File: src/rtl/pfo_pkg.sv
package pfo_pkg;
    localparam int NFLT  = 2;
    localparam int FLT_A = 0;
    localparam int FLT_B = 1;

    typedef struct packed {
        logic sync1;
        logic sync2;
        logic flag;
        logic hold;
    } chan_state_t;

    localparam chan_state_t CHAN_RESET = '{sync1: 1'b1, sync2: 1'b1, flag: 1'b0, hold: 1'b0};
endpackage

File: src/rtl/pfo_fault_chan.sv
module pfo_fault_chan
    import pfo_pkg::*;
(
    input  logic clk,
    input  logic rst_n,
    input  logic flt_n_i,
    input  logic cbc_i,
    input  logic bnd_i,
    input  logic clr_i,
    output logic flag_o,
    output logic hold_o,
    output logic ovr_o
);
    chan_state_t st_d, st_q;
    logic        asserted;
    logic        fell;
    logic        release_ok;

    always_comb begin
        st_d       = st_q;
        asserted   = ~st_q.sync2;
        fell       = st_q.sync2 & ~st_q.sync1;
        release_ok = cbc_i | ~st_q.flag;

        st_d.sync1 = flt_n_i;
        st_d.sync2 = st_q.sync1;

        if (fell) begin
            st_d.flag = 1'b1;
        end else if (clr_i) begin
            st_d.flag = 1'b0;
        end

        if (asserted) begin
            st_d.hold = 1'b1;
        end else if (st_q.hold && bnd_i && release_ok) begin
            st_d.hold = 1'b0;
        end
    end

    always_ff @(posedge clk or negedge rst_n) begin
        if (!rst_n) begin
            st_q <= CHAN_RESET;
        end else begin
            st_q <= st_d;
        end
    end

    assign flag_o = st_q.flag;
    assign hold_o = st_q.hold;
    assign ovr_o  = ~st_q.sync2 | st_q.hold;
endmodule

File: src/rtl/pfo_pair_mux.sv
module pfo_pair_mux (
    input  logic       raw_hi_i,
    input  logic       raw_lo_i,
    input  logic       sel_a_i,
    input  logic       sel_b_i,
    input  logic [1:0] st_a_i,
    input  logic [1:0] st_b_i,
    input  logic       comp_i,
    input  logic       pol_hi_i,
    input  logic       pol_lo_i,
    output logic       pin_hi_o,
    output logic       pin_lo_o
);
    logic act_hi;
    logic act_lo;

    always_comb begin
        act_hi = raw_hi_i;
        act_lo = raw_lo_i;
        if (sel_a_i) begin
            act_hi = st_a_i[0];
            act_lo = st_a_i[1];
        end else if (sel_b_i) begin
            act_hi = st_b_i[0];
            act_lo = st_b_i[1];
        end
        if ((sel_a_i || sel_b_i) && comp_i && act_hi) begin
            act_lo = 1'b0;
        end
        pin_hi_o = act_hi ^ ~pol_hi_i;
        pin_lo_o = act_lo ^ ~pol_lo_i;
    end
endmodule

File: src/rtl/pwm_fault_override.sv
module pwm_fault_override
    import pfo_pkg::*;
#(
    parameter int NPAIRS = 4
) (
    input  logic                  clk,
    input  logic                  rst_n,
    input  logic [NPAIRS-1:0]     pwm_hi_i,
    input  logic [NPAIRS-1:0]     pwm_lo_i,
    input  logic [NFLT-1:0]       flt_n_i,
    input  logic [2*NPAIRS-1:0]   flt_pair_en_i,
    input  logic [4*NPAIRS-1:0]   flt_state_i,
    input  logic [NFLT-1:0]       flt_cbc_i,
    input  logic [NPAIRS-1:0]     pol_hi_i,
    input  logic [NPAIRS-1:0]     pol_lo_i,
    input  logic [NPAIRS-1:0]     comp_mode_i,
    input  logic                  cyc_bnd_i,
    input  logic                  half_bnd_i,
    input  logic [NFLT-1:0]       flag_clr_i,
    output logic [NPAIRS-1:0]     pin_hi_o,
    output logic [NPAIRS-1:0]     pin_lo_o,
    output logic [NFLT-1:0]       flt_flag_o
);
    localparam int NPINS = 2 * NPAIRS;

    logic            bnd;
    logic [NFLT-1:0] hold_q;
    logic [NFLT-1:0] ovr_eff;

    assign bnd = cyc_bnd_i | half_bnd_i;

    for (genvar f = 0; f < NFLT; f++) begin : g_chan
        pfo_fault_chan u_chan (
            .clk     (clk),
            .rst_n   (rst_n),
            .flt_n_i (flt_n_i[f]),
            .cbc_i   (flt_cbc_i[f]),
            .bnd_i   (bnd),
            .clr_i   (flag_clr_i[f]),
            .flag_o  (flt_flag_o[f]),
            .hold_o  (hold_q[f]),
            .ovr_o   (ovr_eff[f])
        );
    end

    for (genvar p = 0; p < NPAIRS; p++) begin : g_pair
        logic sel_a;
        logic sel_b;
        assign sel_a = ovr_eff[FLT_A] & flt_pair_en_i[FLT_A*NPAIRS + p];
        assign sel_b = ovr_eff[FLT_B] & flt_pair_en_i[FLT_B*NPAIRS + p];

        pfo_pair_mux u_mux (
            .raw_hi_i (pwm_hi_i[p]),
            .raw_lo_i (pwm_lo_i[p]),
            .sel_a_i  (sel_a),
            .sel_b_i  (sel_b),
            .st_a_i   (flt_state_i[FLT_A*NPINS + 2*p +: 2]),
            .st_b_i   (flt_state_i[FLT_B*NPINS + 2*p +: 2]),
            .comp_i   (comp_mode_i[p]),
            .pol_hi_i (pol_hi_i[p]),
            .pol_lo_i (pol_lo_i[p]),
            .pin_hi_o (pin_hi_o[p]),
            .pin_lo_o (pin_lo_o[p])
        );
    end
endmodule

File: config.mk
export PLATFORM = sky130hd
export DESIGN_NAME = pwm_fault_override
export DESIGN_NICKNAME = d
export VERILOG_FILES = /design/src/rtl/pfo_pkg.sv /design/src/rtl/pfo_fault_chan.sv /design/src/rtl/pfo_pair_mux.sv /design/src/rtl/pwm_fault_override.sv
export SDC_FILE = /design/constraint.sdc
export NUM_CORES = 1
export LEC_CHECK = 0
export ABC_CLOCK_PERIOD_IN_PS = 2000
export BUFFER_PORTS_ARGS = -buffer_cell sky130_fd_sc_hd__buf_2
export CORE_MARGIN = 2
export CORE_UTILIZATION = 37
export DETAILED_ROUTE_END_ITERATION = 10
export PLACE_DENSITY_LB_ADDON = 0.3
export SLEW_MARGIN = 25
export SYNTH_ARGS = -nofsm -noshare
export SYNTH_HDL_FRONTEND = slang
export SYNTH_SLANG_ARGS = --single-unit
File: constraint.sdc
create_clock -name clk -period 2 [get_ports clk]
set_input_delay 0.3 -clock clk [delete_from_list [all_inputs] [get_ports clk]]
set_output_delay 0.3 -clock clk [all_outputs]
set_load 0.1 [all_outputs]
==> run_results.csv, run 1 <==
group,metric,value,unit
routing,ant_nets,0,
sta,relSlewSlack,68.0,%
floorplan,num_rows,15,
sta,post-route-min-period,2.10,ns
critical_path,cp.required,1.70,ns
sta,setup_viol,8,
critical_path,crit_type,"reg2out",
pwr,p_sw,0.000401,W
placed_design,io_buffers,63,
sta,tightestPinTransition,0.484,ns
pwr,p_sw_share,47.2,%
clock_tree,htreeDepth,1,
routing,firstDrtPassIters,4,
pwr,pwr-share-comb,64.4,%
placed_design,post-place-ws,0.0918,ns
placed_design,place_congestion,0.740,
cells_and_area,instances_no_fill,179,
grt,grt_pass1_wl,2930,um
logic_synthesis,synth_compound_area_share,24.7,%
grt,grt_pass1_vias,782,
clock_tree,cts_made_buffers,3,
floorplan,design.die.area,2310,um^2
logic_synthesis,synth-adder-area-share,0,%
logic_synthesis,synthXorXnorAreaFrac,9.76,%
logic_synthesis,syn-cell-area,718,um^2
logic_synthesis,synthCells,97,
floorplan,core_area,1780,um^2
floorplan,initial_core_util,40.3,%
sta,rsz0062_at_grt,"true",
placed_design,dp_cells,174,
floorplan,pin_count,64,
pwr,pwr-share-seq,21.5,%
pwr,intPower,0.000449,W
pwr,p_clk_share,14.0,%
sta,slew_viol_final,0,
clock_tree,clkSinkCount,8,
logic_synthesis,synthMuxAreaShare,0,%
routing,drt_iter0_markers,13,
status,violations,"negative setup slack",
status,outcome,"finished, violations left",
clock_tree,cts.path.max_buffers,2,
sta,final-hold-violation-count,0,
sta,final.setup.worst_slack,-0.100,ns
critical_path,cp_common_cell,"o22ai_2",
cells_and_area,fin_nets,210,
cells_and_area,final_cell_mix,"55 x buf_2, 18 x nand2_1, 12 x inv_1",
logic_synthesis,avgSynthCellArea,7.40,um^2
critical_path,critPathMaxFanout,8,
cells_and_area,layout_commonest_cell,"buf_2",
logic_synthesis,yosysWarnings,0,
cells_and_area,drive_gt1_share,55.8,%
logic_synthesis,ys_ff_latch,8,
cells_and_area,syn2layout_area_growth,71.3,%
logic_synthesis,seq_area_frac_synth,28.6,%
routing,drc,0,
grt,grt_antenna_before_repair,0,
grt,grt_util_all_layers,17.9,%
clock_tree,root_buffer,"clkbuf_4",
worst_hold_path,hold_path_class,"in2reg",
clock_tree,clock_latency,0.24,ns
clock_tree,path_clk_slew,0.05,ns
critical_path,cp_data_arrival_time,1.80,ns
logic_synthesis,synthSimpleGateAreaFrac,18.1,%
cells_and_area,diodes,0,
critical_path,crit_family,"flip-flops",
floorplan,die_h,48.1,um
grt,grt.overflow.total,0,
routing,avgViaCountPerCell,4.85,
floorplan,die_w,48.1,um
grt,grt_max_degree,9,
logic_synthesis,synth_cell_types,18,
routing,via_count,869,
critical_path,cpPeakStageDelay,0.52,ns
sta,fmax,476,MHz
critical_path,crit_slowest_cell,"dfstp_2",
clock_tree,cts_tree,"done",
critical_path,endpoint_kind,"output port",
logic_synthesis,synth_nets,151,
placed_design,dp_hpwl,1630,um
run,maxCapViolCount,0,
routing,drt-wirelength-per-cell,11.4,um
sta,fin_crit_sh,105,%
pwr,max-vdd-ir-drop,419,uV
routing,wirelength,2040,um
cells_and_area,post-route-util,69.0,%
pwr,total_leakage_power,0.636,nW
sta,fin_skew,0.0000654,ns
critical_path,path_buf_inv,2,
pwr,powerDensity,691,nW/um^2
critical_path,path_cells,"nor2b_1, buf_4, o22ai_2, o22ai_2, xor2_1, clkbuf_16",
logic_synthesis,synth_top_family_by_area,"compound AO/OA/AOI/OAI gates",
critical_path,cp-start-kind,"register",
state kept, by name (all words and copies together) (netlist names):
name                  cells
g_chan.u_chan.flag_o      2
g_chan.u_chan.hold_o      2
g_chan.u_chan.st_d        2
g_chan.u_chan.st_q        2
cells by family (layout without fill, tap and decap cells):
logic type / Yosys count / count (layout)
compound gates: 28 / 28
buf+inv: 24 / 81
simple gates: 29 / 29
xor+xnor: 8 / 8
flops: 8 / 8
cells in the mapped netlist:
master | instances | area (um^2)
inv_1 | 12 | 45.0
xnor2_1 | 4 | 35.0
a21boi_0 | 4 | 30.0
buf_4 | 12 | 90.1
o22ai_1 | 10 | 62.6
nand4_1 | 4 | 25.0
dfstp_2 | 4 | 105
nand2_1 | 18 | 67.6
a31oi_1 | 4 | 25.0
nor2b_1 | 1 | 6.26
a211oi_1 | 4 | 30.0
o21ai_0 | 2 | 10.0
xor2_1 | 4 | 35.0
nor2_1 | 3 | 11.3
nand2b_1 | 2 | 12.5
and2b_1 | 1 | 7.51
dfrtp_1 | 4 | 100
o21ai_1 | 4 | 20.0
power groups by stage:
stage                     Clock, W  Combinational, W  Sequential (W)
after detailed placement         0          0.000517        0.000186
after CTS                 0.000127          0.000541        0.000183
after floorplan                  0          0.000361        0.000184
final                     0.000119          0.000548        0.000183
after global routing      0.000132          0.000572        0.000184
after global placement           0          0.000512        0.000185
final timing paths:
path	start	to	slack, ns	cells past startpoint
min in group asynchronous	rst_n	g_chan[0].u_chan.flag_o	0.41	2
hold reg to reg	g_chan[1].u_chan.st_d[2]	g_chan[1].u_chan.st_q[2]	0.37	0
hold / removal	flt_n_i[0]	g_chan[0].u_chan.st_d[2]	0.15	1
max in group asynchronous	rst_n	g_chan[1].u_chan.st_d[2]	1.35	2
setup reg to reg	g_chan[0].u_chan.st_q[2]	g_chan[0].u_chan.flag_o	1.15	3
setup / recovery	g_chan[0].u_chan.st_q[2]	pin_hi_o[3]	-0.10	6
metal layers:
layer | vias to the layer above | global-route usage (%) | part of all wire [%]
li1 | 434 | - | -
met1 | 396 | 17.9 | 34
met2 | 39 | 36.8 | 57
met3 | 0 | 1.89 | 9.0
met4 | 0 | 6.49 | 0
met5 | - | 0 | 0
area by class of cell:
class,instances,area (um^2)
fillers,157,553
repair buffers,66,465
clock buffers,3,22.5
multi-input cells,65,460
well taps,25,31.3
inverters,12,45.0
flip-flops and latches,8,205
metrics by stage:
| step | total power (W) | instance area [um^2] | hold WS, ns | TNS [ns] |
|---|---|---|---|---|
| after detailed placement | 0.000703 | 1100 | 0.146 | 0 |
| final | 0.000850 | 1230 | 0.146 | -0.326 |
| after global routing | 0.000889 | 1230 | 0.132 | -0.961 |
| after floorplan | 0.000545 | 718 | 0.00441 | 0 |
| after CTS | 0.000851 | 1210 | 0.133 | -0.413 |
| after global placement | 0.000697 | 1100 | 0.142 | 0 |
timing repair:
action	CTS	global route
endpoints found under the setup margin	8	8
endpoints found under the hold margin	4	0
hold buffers	1	0
gates resized for setup	14	6
setup buffers	1	0
pin swaps	9	10
Note: power is estimated with default switching activity, not from simulation.
==> inputs of run 2 (changes only) <==
- ABC_AREA: default -> 1
- CORE_UTILIZATION: 37 -> 40
- MAX_ROUTING_LAYER: default -> met4
==> run 2 against run 1 <==
The flow now finishes without violations. Clock power increased by 6%. Non-clock buffer count decreased by 1. Global-route usage fell by 1.6 points. Setup slack gained 0.15 ns. Fmax rose by 7.4%. Flip-flop and latch count unchanged. Critical path depth is 4 higher. Synthesized cell count rose by 32%.
==> run_results.csv, run 2 <==
group,metric,value,unit
grt,met2_usage,29.8,%
sta,final-hold-violation-count,0,
sta,fin_skew,0.00464,ns
pwr,pwr-share-comb,65.6,%
floorplan,core_area,2020,um^2
floorplan,die_h,50.9,um
floorplan,initial_core_util,43.5,%
sta,fin_crit_sh,97.7,%
cells_and_area,fin_area,1420,um^2
placed_design,place_congestion,0.890,
logic_synthesis,avgSynthCellArea,6.87,um^2
critical_path,cp-start-kind,"register",
clock_tree,clock_latency,0.24,ns
grt,grtUsageMet1,18.9,%
logic_synthesis,synth.most_common_cell,"nand2_1",
cells_and_area,multiInputGateArea,619,um^2
grt,grt_use_met3,1.75,%
cells_and_area,layout_commonest_cell,"buf_2",
routing,ant_nets,0,
routing,wirelength,2160,um
routing,drt-wirelength-per-cell,10.1,um
run,maxCapViolCount,0,
clock_tree,cts_made_buffers,3,
critical_path,endpoint_kind,"output port",
grt,grt-busiest-layer,"met2",
logic_synthesis,yosysWarnings,0,
clock_tree,root_buffer,"clkbuf_4",
critical_path,critPathMaxFanout,7,
logic_synthesis,synth_cell_types,17,
placed_design,io_buffers,63,
sta,tightestPinTransition,0.485,ns
clock_tree,clkSinkCount,8,
logic_synthesis,synthCells,128,
logic_synthesis,syn-cell-area,880,um^2
clock_tree,cts.path.max_buffers,2,
sta,setup_viol,0,
logic_synthesis,async_reset_ff_share,100,%
cells_and_area,diodes,0,
pwr,max-vdd-ir-drop,453,uV
critical_path,cp_data_arrival_time,1.65,ns
logic_synthesis,ys_top_cells_by_count,"40 x nand2_1, 21 x inv_1, 12 x nand2_2",
clock_tree,cts_tree,"done",
placed_design,post-place-ws,0.177,ns
status,outcome,"finished, final reports clean",
pwr,p_clk_share,13.9,%
clock_tree,htreeDepth,1,
placed_design,placed_area,1260,um^2
sta,relSlewSlack,67.9,%
routing,firstDrtPassIters,4,
cells_and_area,ff_latch_area,205,um^2
sta,rsz0062_at_grt,"true",
pwr,powerDensity,641,nW/um^2
logic_synthesis,synth_nets,182,
logic_synthesis,synth_area_leaders,"nand2_1 17%, dfstp_2 12%, dfrtp_1 11%",
worst_hold_path,hold_path_class,"in2reg",
grt,grt_antenna_before_repair,0,
routing,via_count,973,
grt,grt_pass1_vias,868,
sta,final.setup.worst_slack,0.0453,ns
logic_synthesis,yosysTopAreaCellShare,17.1,%
grt,grt_util_all_layers,16.4,%
pwr,total_leakage_power,0.825,nW
cells_and_area,fillCellCount,168,
routing,drt_iter0_markers,11,
critical_path,cp.required,1.70,ns
cells_and_area,syn2layout_area_growth,61.0,%
pwr,pwr-share-seq,20.4,%
grt,grt_pass1_wl,3220,um
cells_and_area,fin_nets,242,
floorplan,pin_count,64,
pwr,p_sw,0.000436,W
pwr,finalPower,0.000908,W
sta,fmax,512,MHz
critical_path,crit_type,"reg2out",
sta,slew_viol_final,0,
cells_and_area,post-route-util,70.0,%
cells_and_area,instances_no_fill,214,
logic_synthesis,synth_edf_count,0,
routing,drc,0,
sta,post-route-min-period,1.95,ns
floorplan,num_rows,16,
pwr,intPower,0.000472,W
logic_synthesis,ys.flop_type,"dfstp_2",
routing,avgViaCountPerCell,4.55,
cells_and_area,drive_gt1_share,61.0,%
placed_design,dp_cells,207,
cells_and_area,final_cell_mix,"55 x buf_2, 27 x nand2_1, 21 x inv_1",
pwr,p_sw_share,48.0,%
clock_tree,path_clk_slew,0.06,ns
logic_synthesis,yosys.area.top_type,"nand2_1",
floorplan,die_w,50.9,um
placed_design,dp_hpwl,1780,um
grt,grt.overflow.total,0,
floorplan,design.die.area,2590,um^2
grt,grt_max_degree,14,
logic_synthesis,seq_area_frac_synth,23.3,%
logic_synthesis,ys_ff_latch,8,
## run 2: changes by cell type after synthesis, moves of 6 or more
cell / change
inv_1: +9
nand2_1: +22
nand2_2: +12
nand3_1: +10
nand3_2: +8
o22ai_1: -6
## run 2: layer usage
layer	wire length (um)	part of all wire (%)
met1	869	40
met2	1170	54
met3	117	5.4
met4	7	0.32
met5	0	0
## run 2: metrics by stage
step                setup TNS [ns]  hold WS [ns]
floorplan                        0       0.00441
global placement                 0         0.142
detailed placement               0         0.150
CTS                              0         0.142
global route                -0.274         0.130
finish                           0         0.150
## run 2: worst paths after layout
check	from	endpoint	slack, ns	cells past startpoint
worst max-delay path	g_chan[1].u_chan.st_q[2]	pin_lo_o[2]	0.05	10
worst min-delay path	flt_n_i[0]	g_chan[0].u_chan.st_d[2]	0.15	1
worst min register to register	g_chan[1].u_chan.st_d[2]	g_chan[1].u_chan.st_q[2]	0.37	0
min in group asynchronous	rst_n	g_chan[1].u_chan.hold_o	0.43	2
max in group asynchronous	rst_n	g_chan[1].u_chan.st_q[2]	1.33	2
worst max register to register	g_chan[1].u_chan.st_q[2]	g_chan[1].u_chan.hold_o	1.01	3
## run 2: cell type report
cell class / count / share of cell area (%)
clock buffers: 4 / 1.86
inverters: 21 / 5.57
multi-input cells: 89 / 43.7
well taps: 27 / 2.39
repair buffers: 65 / 32.0
flip-flops and latches: 8 / 14.5
## run 2: cell families (layout without fill, tap and decap cells)
group / count (synthesis) / in the layout / synth area share (%)
compound gates: 10 / 10 / 7.82
xor+xnor: 4 / 4 / 4.84
buf+inv: 32 / 90 / 18.8
flops: 8 / 8 / 23.3
simple gates: 74 / 75 / 45.2
## run 2: power by group through the flow
stage | clock network [W] | registers, W | logic (W)
3_5_place_dp | 0 | 0.000186 | 0.000553
5_1_grt | 0.000145 | 0.000187 | 0.000627
2_1_floorplan | 0 | 0.000185 | 0.000400
3_3_place_gp | 0 | 0.000185 | 0.000546
4_1_cts | 0.000134 | 0.000184 | 0.000567
6_report | 0.000126 | 0.000186 | 0.000596
## run 2: timing repair
| item | 4_1_cts | 5_1_grt |
|---|---|---|
| gates resized for setup | 4 | 20 |
| setup endpoints to repair | 6 | 7 |
| pin swaps | 0 | 7 |
| gates cloned | 0 | 1 |
| hold endpoints to repair | 4 | 0 |
| setup buffers | 0 | 1 |
| hold buffers | 1 | 0 |
## run 2: critical path: stages, from the launching register on
cell and delay, ns:
dfstp_2 0.61, nand2_8 0.11, nand2_4 0.10, nand2_2 0.05, nand3_2 0.06, nand2_2 0.08, nand2_2 0.07, nand2_1 0.05
nand2_1 0.07, nand2_2 0.07, buf_12 0.16
==> inputs of run 3 (changes only) <==
- SETUP_SLACK_MARGIN: default -> 0.2
==> run 3 against run 2 <==
Count of clock-buffer cells in the layout did not move. Fmax grew 0.26%. Routed wire length about the same. Non-clock buffer count grew 1. Flip-flop and latch count did not move. Utilization fell by 0.19 points. Cell count unchanged. Die area did not move. Via count is 0.10% higher. Combinational power hardly changed.
==> run_results.csv, run 3 (synthesis results as in run 2) <==
group,metric,value,unit
critical_path,cp_data_arrival_time,1.65,ns
grt,grt_use_met3,1.75,%
sta,relSlewSlack,67.9,%
critical_path,cp.required,1.70,ns
grt,grt_util_all_layers,16.6,%
cells_and_area,fin_nets,242,
cells_and_area,final_cell_mix,"55 x buf_2, 29 x nand2_1, 21 x inv_1",
grt,grt_max_degree,14,
floorplan,core_area,2020,um^2
cells_and_area,drive_gt1_share,60.4,%
clock_tree,cts.path.max_buffers,2,
clock_tree,root_buffer,"clkbuf_4",
sta,holdWs,0.150,ns
grt,grtUsageMet1,19.1,%
floorplan,num_rows,16,
cells_and_area,syn2layout_area_growth,60.6,%
routing,via_count,974,
placed_design,dp_hpwl,1780,um
sta,tns,0,ns
floorplan,design.die.area,2590,um^2
grt,grt_pass1_wl,3260,um
sta,fmax,513,MHz
critical_path,cp-start-kind,"register",
sta,fin_skew,0.00450,ns
sta,tightestPinTransition,0.485,ns
clock_tree,clkSinkCount,8,
critical_path,critPathMaxFanout,13,
placed_design,io_buffers,63,
routing,avgViaCountPerCell,4.55,
routing,drc,0,
cells_and_area,diodes,0,
pwr,max-vdd-ir-drop,454,uV
floorplan,die_w,50.9,um
worst_hold_path,hold_path_class,"in2reg",
routing,drt_iter0_markers,9,
grt,grt_pass1_vias,864,
clock_tree,htreeDepth,1,
sta,setup_viol,0,
critical_path,endpoint_kind,"output port",
routing,ant_nets,0,
grt,met2_usage,30.3,%
sta,post-route-min-period,1.95,ns
floorplan,initial_core_util,43.5,%
sta,fin_crit_sh,97.5,%
routing,drt-wirelength-per-cell,10.1,um
pwr,total_leakage_power,0.823,nW
pwr,powerDensity,641,nW/um^2
grt,grt.overflow.total,0,
sta,rsz0062_at_grt,"true",
floorplan,pin_count,64,
grt,grt_antenna_before_repair,0,
critical_path,crit_type,"reg2out",
placed_design,placed_area,1260,um^2
floorplan,die_h,50.9,um
clock_tree,cts_made_buffers,3,
cells_and_area,layout_commonest_cell,"buf_2",
routing,firstDrtPassIters,4,
sta,slew_viol_final,0,
clock_tree,cts_tree,"done",
grt,grt-busiest-layer,"met2",
run,maxCapViolCount,0,
status,outcome,"finished, final reports clean",
placed_design,place_congestion,0.890,
routing,wirelength,2170,um
clock_tree,clock_latency,0.24,ns
sta,final-hold-violation-count,0,
clock_tree,path_clk_slew,0.05,ns
cells_and_area,fin_area,1410,um^2
[run 3: report_power, final]
part / switching (W) / leakage, nW / internal (W)
logic: 0.000376 / 0.719 / 0.000217
registers: 0.00000700 / 0.0892 / 0.000178
clock network: 0.0000503 / 0.0150 / 0.0000760
[run 3: per-layer routing]
layer	wire [um]	share of wire, %
met1	871	40
met2	1170	54
met3	116	5.4
met4	7	0.32
met5	0	0
[run 3: final cells by class]
class	count	area, um^2
clock buffers	4	26.3
flip-flops and latches	8	205
repair buffers	66	460
fillers	173	609
well taps	27	33.8
inverters	21	78.8
multi-input cells	88	608
[run 3: repair_timing]
item                                   in CTS  in global routing
pin swaps                                   1                  3
buffers inserted                            0                  2
gates cloned                                0                  0
setup endpoints to repair                   8                  8
endpoints found under the hold margin       4                  0
hold buffers                                1                  0
gates resized for setup                     9                 14
[run 3: worst max-delay path: stages, from the launching register on]
cell and delay (ns):
dfstp_2 0.58, nand2_8 0.12, nand3_2 0.09, nand3_2 0.08, nand2_2 0.09, nand2_2 0.06
nand2_1 0.05, nand2_1 0.05, nand2_1 0.10, buf_12 0.18
[run 3: path summary, 6_finish.rpt]
path	startpoint	to	slack, ns	depth (start not counted)
worst max-delay path	g_chan[1].u_chan.st_q[2]	pin_lo_o[1]	0.05	9
worst min-delay path	flt_n_i[0]	g_chan[0].u_chan.st_d[2]	0.15	1
worst max register to register	g_chan[1].u_chan.st_q[2]	g_chan[1].u_chan.hold_o	0.93	4
worst min register to register	g_chan[1].u_chan.st_d[2]	g_chan[1].u_chan.st_q[2]	0.37	0
max in group asynchronous	rst_n	g_chan[1].u_chan.st_q[2]	1.33	2
min in group asynchronous	rst_n	g_chan[1].u_chan.hold_o	0.43	2
[run 3: metrics by stage]
step                cells  worst slack, ns  total power [W]  utilization (%)
finish                214           0.0505         0.000905             69.9
global route          214          -0.0616         0.000957             69.9
CTS                   212           0.0489         0.000892             66.5
detailed placement    207            0.177         0.000739             62.4
global placement      207            0.225         0.000731             62.4
floorplan             128            0.315         0.000585                -
